## config.mk

```make
export PLATFORM = sky130hd
export DESIGN_NAME = crc_engine_top
export DESIGN_NICKNAME = d
export VERILOG_FILES = /design/src/rtl/crc_eng_pkg.sv /design/src/rtl/crc_input_prep.sv /design/src/rtl/crc_fold_core.sv /design/src/rtl/crc_result_fmt.sv /design/src/rtl/crc_engine_top.sv
export SDC_FILE = /design/constraint.sdc
export NUM_CORES = 1
export LEC_CHECK = 0
export ABC_CLOCK_PERIOD_IN_PS = 22700
export BUFFER_PORTS_ARGS = -buffer_cell sky130_fd_sc_hd__buf_2
export CORE_UTILIZATION = 25
export DETAILED_ROUTE_END_ITERATION = 10
export PLACE_DENSITY = 0.46
export REMOVE_ABC_BUFFERS = 1
export SETUP_SLACK_MARGIN = 0.1
export SLEW_MARGIN = 30
export SYNTH_ARGS = -nofsm -noshare
export SYNTH_HDL_FRONTEND = slang
export SYNTH_SLANG_ARGS = --single-unit
export TNS_END_PERCENT = 20
```

## constraint.sdc

```tcl
create_clock -name clk -period 22.7 [get_ports clk]
set_input_delay 2.27 -clock clk [delete_from_list [all_inputs] [get_ports clk]]
set_output_delay 2.27 -clock clk [all_outputs]
set_load 0.05 [all_outputs]
```

## src/rtl/crc_eng_pkg.sv

```systemverilog
// Package: shared configuration layout and register addresses for the CRC engine.
// Assumes a 2-bit word address and a 5-bit configuration field.
package crc_eng_pkg;

    // Configuration register fields, most significant first (bits 4:0)
    typedef struct packed {
        logic [1:0] chunk;    // 00 = 32 bits, 01 = 16 bits, else 8 bits
        logic       invert;   // invert read value over active width
        logic       reflect;  // byte-wise input reflection and result reflection
        logic       narrow;   // 1 = 16-bit CCITT, 0 = 32-bit Ethernet
    } crc_cfg_t;

    localparam int CFG_W = $bits(crc_cfg_t);

    localparam logic [1:0] ADDR_CFG  = 2'd0;
    localparam logic [1:0] ADDR_DATA = 2'd1;
    localparam logic [1:0] ADDR_VAL  = 2'd2;

endpackage

```

## src/rtl/crc_input_prep.sv

```systemverilog
// crc_input_prep: turns a bus write word into the bits to fold and their count.
// Assumes the bus width is a whole number of bytes. Reflection reverses the
// bits inside each byte and keeps the byte order.
module crc_input_prep #(
    parameter int DATA_W = 32,
    localparam int BYTES  = DATA_W / 8,
    localparam int CNT_W  = $clog2(DATA_W + 1)
) (
    input  logic [DATA_W-1:0] wdata_i,
    input  logic [1:0]        chunk_i,
    input  logic              reflect_i,
    output logic [DATA_W-1:0] data_o,
    output logic [CNT_W-1:0]  nbits_o
);

    logic [DATA_W-1:0] swapped;

    // Bit reversal inside every byte lane
    for (genvar b = 0; b < BYTES; b++) begin : g_lane
        for (genvar k = 0; k < 8; k++) begin : g_bit
            assign swapped[b*8 + k] = wdata_i[b*8 + 7 - k];
        end
    end

    // Pick the reflected or the plain word
    always_comb data_o = reflect_i ? swapped : wdata_i;

    // Number of low-order bits taken from the word
    always_comb begin
        case (chunk_i)
            2'b00:   nbits_o = CNT_W'(DATA_W);
            2'b01:   nbits_o = CNT_W'(16);
            default: nbits_o = CNT_W'(8);
        endcase
    end

endmodule

```

## src/rtl/crc_fold_core.sv

```systemverilog
// crc_fold_core: folds up to DATA_W bits into the CRC state in one cycle,
// most significant bit first. It is purely combinational. Assumes the state
// bits above NARROW_W are already zero in narrow mode.
module crc_fold_core #(
    parameter int             DATA_W    = 32,
    parameter int             STATE_W   = 32,
    parameter int             NARROW_W  = 16,
    parameter logic [STATE_W-1:0]  POLY_WIDE   = 32'h04C1_1DB7,
    parameter logic [NARROW_W-1:0] POLY_NARROW = 16'h1021,
    localparam int CNT_W = $clog2(DATA_W + 1)
) (
    input  logic [STATE_W-1:0] state_i,
    input  logic [DATA_W-1:0]  data_i,
    input  logic [CNT_W-1:0]   nbits_i,
    input  logic               narrow_i,
    output logic [STATE_W-1:0] next_o
);

    localparam logic [STATE_W-1:0] NARROW_MASK = STATE_W'({NARROW_W{1'b1}});
    localparam logic [STATE_W-1:0] POLY_N_EXT  = STATE_W'(POLY_NARROW);

    // Unrolled shift-register division over the active data bits
    always_comb begin
        logic [STATE_W-1:0] acc;
        logic               fb;
        acc = state_i;
        fb  = 1'b0;
        for (int i = DATA_W - 1; i >= 0; i--) begin
            if (i < int'(nbits_i)) begin
                fb  = (narrow_i ? acc[NARROW_W-1] : acc[STATE_W-1]) ^ data_i[i];
                acc = {acc[STATE_W-2:0], 1'b0};
                if (fb) begin
                    acc = acc ^ (narrow_i ? POLY_N_EXT : POLY_WIDE);
                end
                if (narrow_i) begin
                    acc = acc & NARROW_MASK;
                end
            end
        end
        next_o = acc;
    end

endmodule

```

## src/rtl/crc_result_fmt.sv

```systemverilog
// crc_result_fmt: presents the raw state as the software-visible result, with
// optional reflection and inversion over the active width. Bits above the
// narrow width are forced to zero in narrow mode.
module crc_result_fmt #(
    parameter int STATE_W  = 32,
    parameter int NARROW_W = 16
) (
    input  logic [STATE_W-1:0] state_i,
    input  logic               narrow_i,
    input  logic               reflect_i,
    input  logic               invert_i,
    output logic [STATE_W-1:0] view_o
);

    localparam logic [STATE_W-1:0] NARROW_MASK = STATE_W'({NARROW_W{1'b1}});

    logic [STATE_W-1:0]  rev_wide;
    logic [NARROW_W-1:0] rev_narrow;

    // Full-width bit reversal
    for (genvar k = 0; k < STATE_W; k++) begin : g_rw
        assign rev_wide[k] = state_i[STATE_W-1-k];
    end

    // Narrow-width bit reversal
    for (genvar k = 0; k < NARROW_W; k++) begin : g_rn
        assign rev_narrow[k] = state_i[NARROW_W-1-k];
    end

    // Select the reflected or plain view, then apply inversion and masking
    always_comb begin
        logic [STATE_W-1:0] mask;
        mask   = narrow_i ? NARROW_MASK : '1;
        if (reflect_i) begin
            view_o = narrow_i ? STATE_W'(rev_narrow) : rev_wide;
        end else begin
            view_o = state_i;
        end
        if (invert_i) begin
            view_o = view_o ^ mask;
        end
        view_o = view_o & mask;
    end

endmodule

```

## src/rtl/crc_engine_top.sv

```systemverilog
// crc_engine_top: register wrapper around the one-cycle CRC fold. It holds the
// configuration and the running state, takes writes at the clock edge and
// returns read data combinationally, so no access waits. Reset is synchronous
// and active low.
module crc_engine_top #(
    parameter int                 DATA_W      = 32,
    parameter int                 NARROW_W    = 16,
    parameter logic [DATA_W-1:0]  POLY_WIDE   = 32'h04C1_1DB7,
    parameter logic [NARROW_W-1:0] POLY_NARROW = 16'h1021,
    parameter logic [DATA_W-1:0]  RESET_SEED  = '1
) (
    input  logic              clk,
    input  logic              rst_n,
    input  logic              bus_wr,
    input  logic [1:0]        bus_addr,
    input  logic [DATA_W-1:0] bus_wdata,
    output logic [DATA_W-1:0] bus_rdata
);
    import crc_eng_pkg::*;

    localparam int STATE_W = DATA_W;
    localparam int CNT_W   = $clog2(DATA_W + 1);
    localparam logic [STATE_W-1:0] NARROW_MASK = STATE_W'({NARROW_W{1'b1}});

    crc_cfg_t           cfg_q;
    logic [STATE_W-1:0] state_q;
    logic [DATA_W-1:0]  fold_data;
    logic [CNT_W-1:0]   fold_nbits;
    logic [STATE_W-1:0] fold_next;
    logic [STATE_W-1:0] view;
    crc_cfg_t           cfg_new;

    crc_input_prep #(.DATA_W(DATA_W)) u_prep (
        .wdata_i   (bus_wdata),
        .chunk_i   (cfg_q.chunk),
        .reflect_i (cfg_q.reflect),
        .data_o    (fold_data),
        .nbits_o   (fold_nbits)
    );

    crc_fold_core #(
        .DATA_W      (DATA_W),
        .STATE_W     (STATE_W),
        .NARROW_W    (NARROW_W),
        .POLY_WIDE   (POLY_WIDE),
        .POLY_NARROW (POLY_NARROW)
    ) u_fold (
        .state_i  (state_q),
        .data_i   (fold_data),
        .nbits_i  (fold_nbits),
        .narrow_i (cfg_q.narrow),
        .next_o   (fold_next)
    );

    crc_result_fmt #(.STATE_W(STATE_W), .NARROW_W(NARROW_W)) u_fmt (
        .state_i   (state_q),
        .narrow_i  (cfg_q.narrow),
        .reflect_i (cfg_q.reflect),
        .invert_i  (cfg_q.invert),
        .view_o    (view)
    );

    // Configuration value carried by a configuration write
    always_comb cfg_new = crc_cfg_t'(bus_wdata[CFG_W-1:0]);

    // Configuration register update
    always_ff @(posedge clk) begin
        if (!rst_n) begin
            cfg_q <= '0;
        end else if (bus_wr && bus_addr == ADDR_CFG) begin
            cfg_q <= cfg_new;
        end
    end

    // State register: reset seed, fold on data write, load on seed write
    always_ff @(posedge clk) begin
        if (!rst_n) begin
            state_q <= RESET_SEED;
        end else if (bus_wr) begin
            case (bus_addr)
                ADDR_DATA: state_q <= fold_next;
                ADDR_VAL:  state_q <= cfg_q.narrow ? (bus_wdata & NARROW_MASK) : bus_wdata;
                ADDR_CFG:  if (cfg_new.narrow) state_q <= state_q & NARROW_MASK;
                default:   state_q <= state_q;
            endcase
        end
    end

    // Zero-wait read mux
    always_comb begin
        case (bus_addr)
            ADDR_CFG: bus_rdata = DATA_W'(cfg_q);
            ADDR_VAL: bus_rdata = view;
            default:  bus_rdata = '0;
        endcase
    end

endmodule

```

==> impl_metrics.ini <==
[detailed_routing]
wire_per_inst_um = 26.5
route.detailed.drc = 0
dr_wl_met3_um = 4790
highest_layer = met4
num_vias = 13646
postRouteAntennaNets = 0
wl_met2_um = 27600
wl_met1_um = 27700
dr.pass1.iters = 6
vias_per_cell = 5.77
drtIter0Drc = 1516
wirelength_um = 62600

[clocking]
post_cts_buffers = 0
cts_max_path_buffers = 2
path_clk_slew_ns = 0.07
cts_tree = built
numCtsBuffers = 5
hold_buffers = 0
cts.repair.resized = 0
clk_latency_ns = 0.31
ctsHtreeMaxLevel = 2
cts.sinks = 37
root_buffer = clkbuf_16

[global_route]
grt_pass1_wl_um = 89800
antenna_found_initial = 1
grt_pass1_vias = 12759
grt-ovfl-total = 0
grt_usage = 0.230
grt_max_degree = 61

[synthesis]
synth_edf_count = 0
synth_mux_area_frac = 0.131
synth_area_sq_mm = 0.0129
avgSynthCellArea_sq_um = 7.57
synth-simple-area-share = 0.240
synthCells = 1703
async_flop_share = 0
synth_top_family_by_area = XOR/XNOR gates
synth-xor-area-share = 0.281
synth-seq-cells = 37
ys.flop_type = dfxtp_1
yosysSeqAreaShare = 0.0575
yosysUniqueCellTypes = 111
yosysWarnings = 0
synthAdderAreaFrac = 0.0107
synth_compound_area_frac = 0.232

[floorplan]
design.die.area_sq_mm = 0.0525
core_area_sq_mm = 0.0505
die_y_um = 229
fp-row-count = 82
die_x_um = 229
boundaryPins = 69
initial_core_util = 0.255

[timing]
period_needed_ns = 10.95
hold_viol_final = 0
max_freq_ghz = 0.0913
rsz0062_at_grt = false
worst_pin_slew_ns = 1.03
period_share = 0.482
setup_violations = 0
relSlewSlack = 0.316
drv_slew = 0
fin_skew_ns = 0.0103
setup_tns_ns = 0

[worst_setup_path]
endpoint_kind = flip-flop
timing.critical_path.buf_inv = 1
worst_r2r_path_depth = 25
start_kind = input pin
crit_family = XOR/XNOR gates
crit_fanout = 13
required_ns = 22.86
reg2reg_to = state_q[26]
arrival_ns = 11.11
crit_start = bus_wdata[24]
ff2ff_setup_slack_ns = 12.40
reg2reg_from = cfg_q[0]
slowest_stage = nor4_4
crit_path_end = state_q[26]
worst-path-stages = 25
slowest_delay_ns = 0.83
criticalPathCategory = input pin to flip-flop

[place]
portBuffers = 68
dpl.hpwl_um = 47900
place_congestion = 0.941

[job]
max_cap_violations = 0

[layout]
area_growth_pct = 9.05
fill_cells = 5563
drive_gt1_frac = 0.135
final_common_cell = xnor2_1
final_cell_mix = xnor2_1, nor2_1, nand2_1, mux2i_1, a21oi_1
nets = 1737

[worst_hold_path]
hp-class = flip-flop to flip-flop

[outcome]
outcome = finished clean
[worst reg2reg max path, delay by kind of cell, from the launching register on]
| kind | cells | cell delay (ns) |
|---|---|---|
| flops | 1 | 0.67 |
| compound gates | 9 | 2.47 |
| xor+xnor | 7 | 2.57 |
| mux | 4 | 1.99 |
| simple gates | 4 | 1.92 |
| buf+inv | 1 | 0.52 |
[synthesized netlist by cell type (12+ instances only)]
master	n	area, sq um
a31oi_1	22	138
nor4_1	18	113
o21ai_0	81	405
nand2_1	125	469
xnor3_1	39	878
buf_1	25	93.8
and4_1	12	105
xor2_1	45	394
nand2b_1	16	100
nand3_1	46	230
and2_1	28	175
or3_1	31	194
dfxtp_1	37	741
a21oi_1	108	541
nand4_1	15	93.8
a221oi_1	15	131
nor2b_1	19	119
a211oi_1	15	113
inv_1	16	60.1
mux2_2	27	304
nor3_1	45	225
nor2_1	159	597
o211ai_1	24	180
and3_1	29	181
clkbuf_1	86	323
mux2i_1	117	1170
o21a_1	15	113
xnor2_1	223	1950
[cells by family (layout without fill, tap and decap cells)]
group / Yosys count / in the layout
AND/OR/NAND/NOR: 600 / 600
flip-flops: 37 / 37
multiplexers: 156 / 156
AO/OA/AOI/OAI: 429 / 429
other: 0 / 1
buffers and inverters: 146 / 133
XOR/XNOR: 324 / 324
adder cells (fa/ha/maj): 11 / 11
[sequential cells by signal, summed over array words and instances (netlist names)]
signal	cells
cfg_q	5
state_q	32
[worst min-delay path by stage]
stage / startpoint / to / slack (ns) / cells after the start
after detailed placement: state_q[6] / state_q[6] / 0.49 / 2
after CTS: state_q[6] / state_q[6] / 0.50 / 2
after global routing: state_q[6] / state_q[6] / 0.58 / 2
after floorplan: state_q[25] / state_q[25] / 0.53 / 2
after global placement: state_q[6] / state_q[6] / 0.48 / 2
final: state_q[6] / state_q[6] / 0.49 / 2
[through the flow]
stage	hold slack [ns]	setup slack, ns	std cells	area [sq um]	util
floorplan	0.526	10.86	1573	12300	-
global placement	0.480	11.72	2354	13800	0.274
detailed placement	0.492	11.62	2354	13800	0.274
CTS	0.502	11.92	2362	14000	0.278
global route	0.576	11.27	2362	14100	0.278
finish	0.495	11.75	2363	14100	0.278
[layer usage]
layer / track usage / vias up
met5: 0 / -
met4: 0.0869 / 0
met3: 0.0247 / 102
met2: 0.357 / 640
met1: 0.324 / 6711
li1: - / 6193
[final cells by class]
cell class / count / area, sq um / share of cell area
Multi-Input combinational cell: 1520 / 11600 / 0.822
Tap cell: 672 / 841 / 0.0598
Sequential cell: 37 / 753 / 0.0536
Timing Repair Buffer: 109 / 648 / 0.0461
Clock buffer: 5 / 125 / 0.00890
Clock inverter: 3 / 68.8 / 0.00490
Inverter: 16 / 60.1 / 0.00427
Antenna cell: 1 / 2.50 / 0.000178
Power is left out: the tool's default activity adds up to more than one toggle a clock period on the data nets, which glitch-free logic cannot reach.
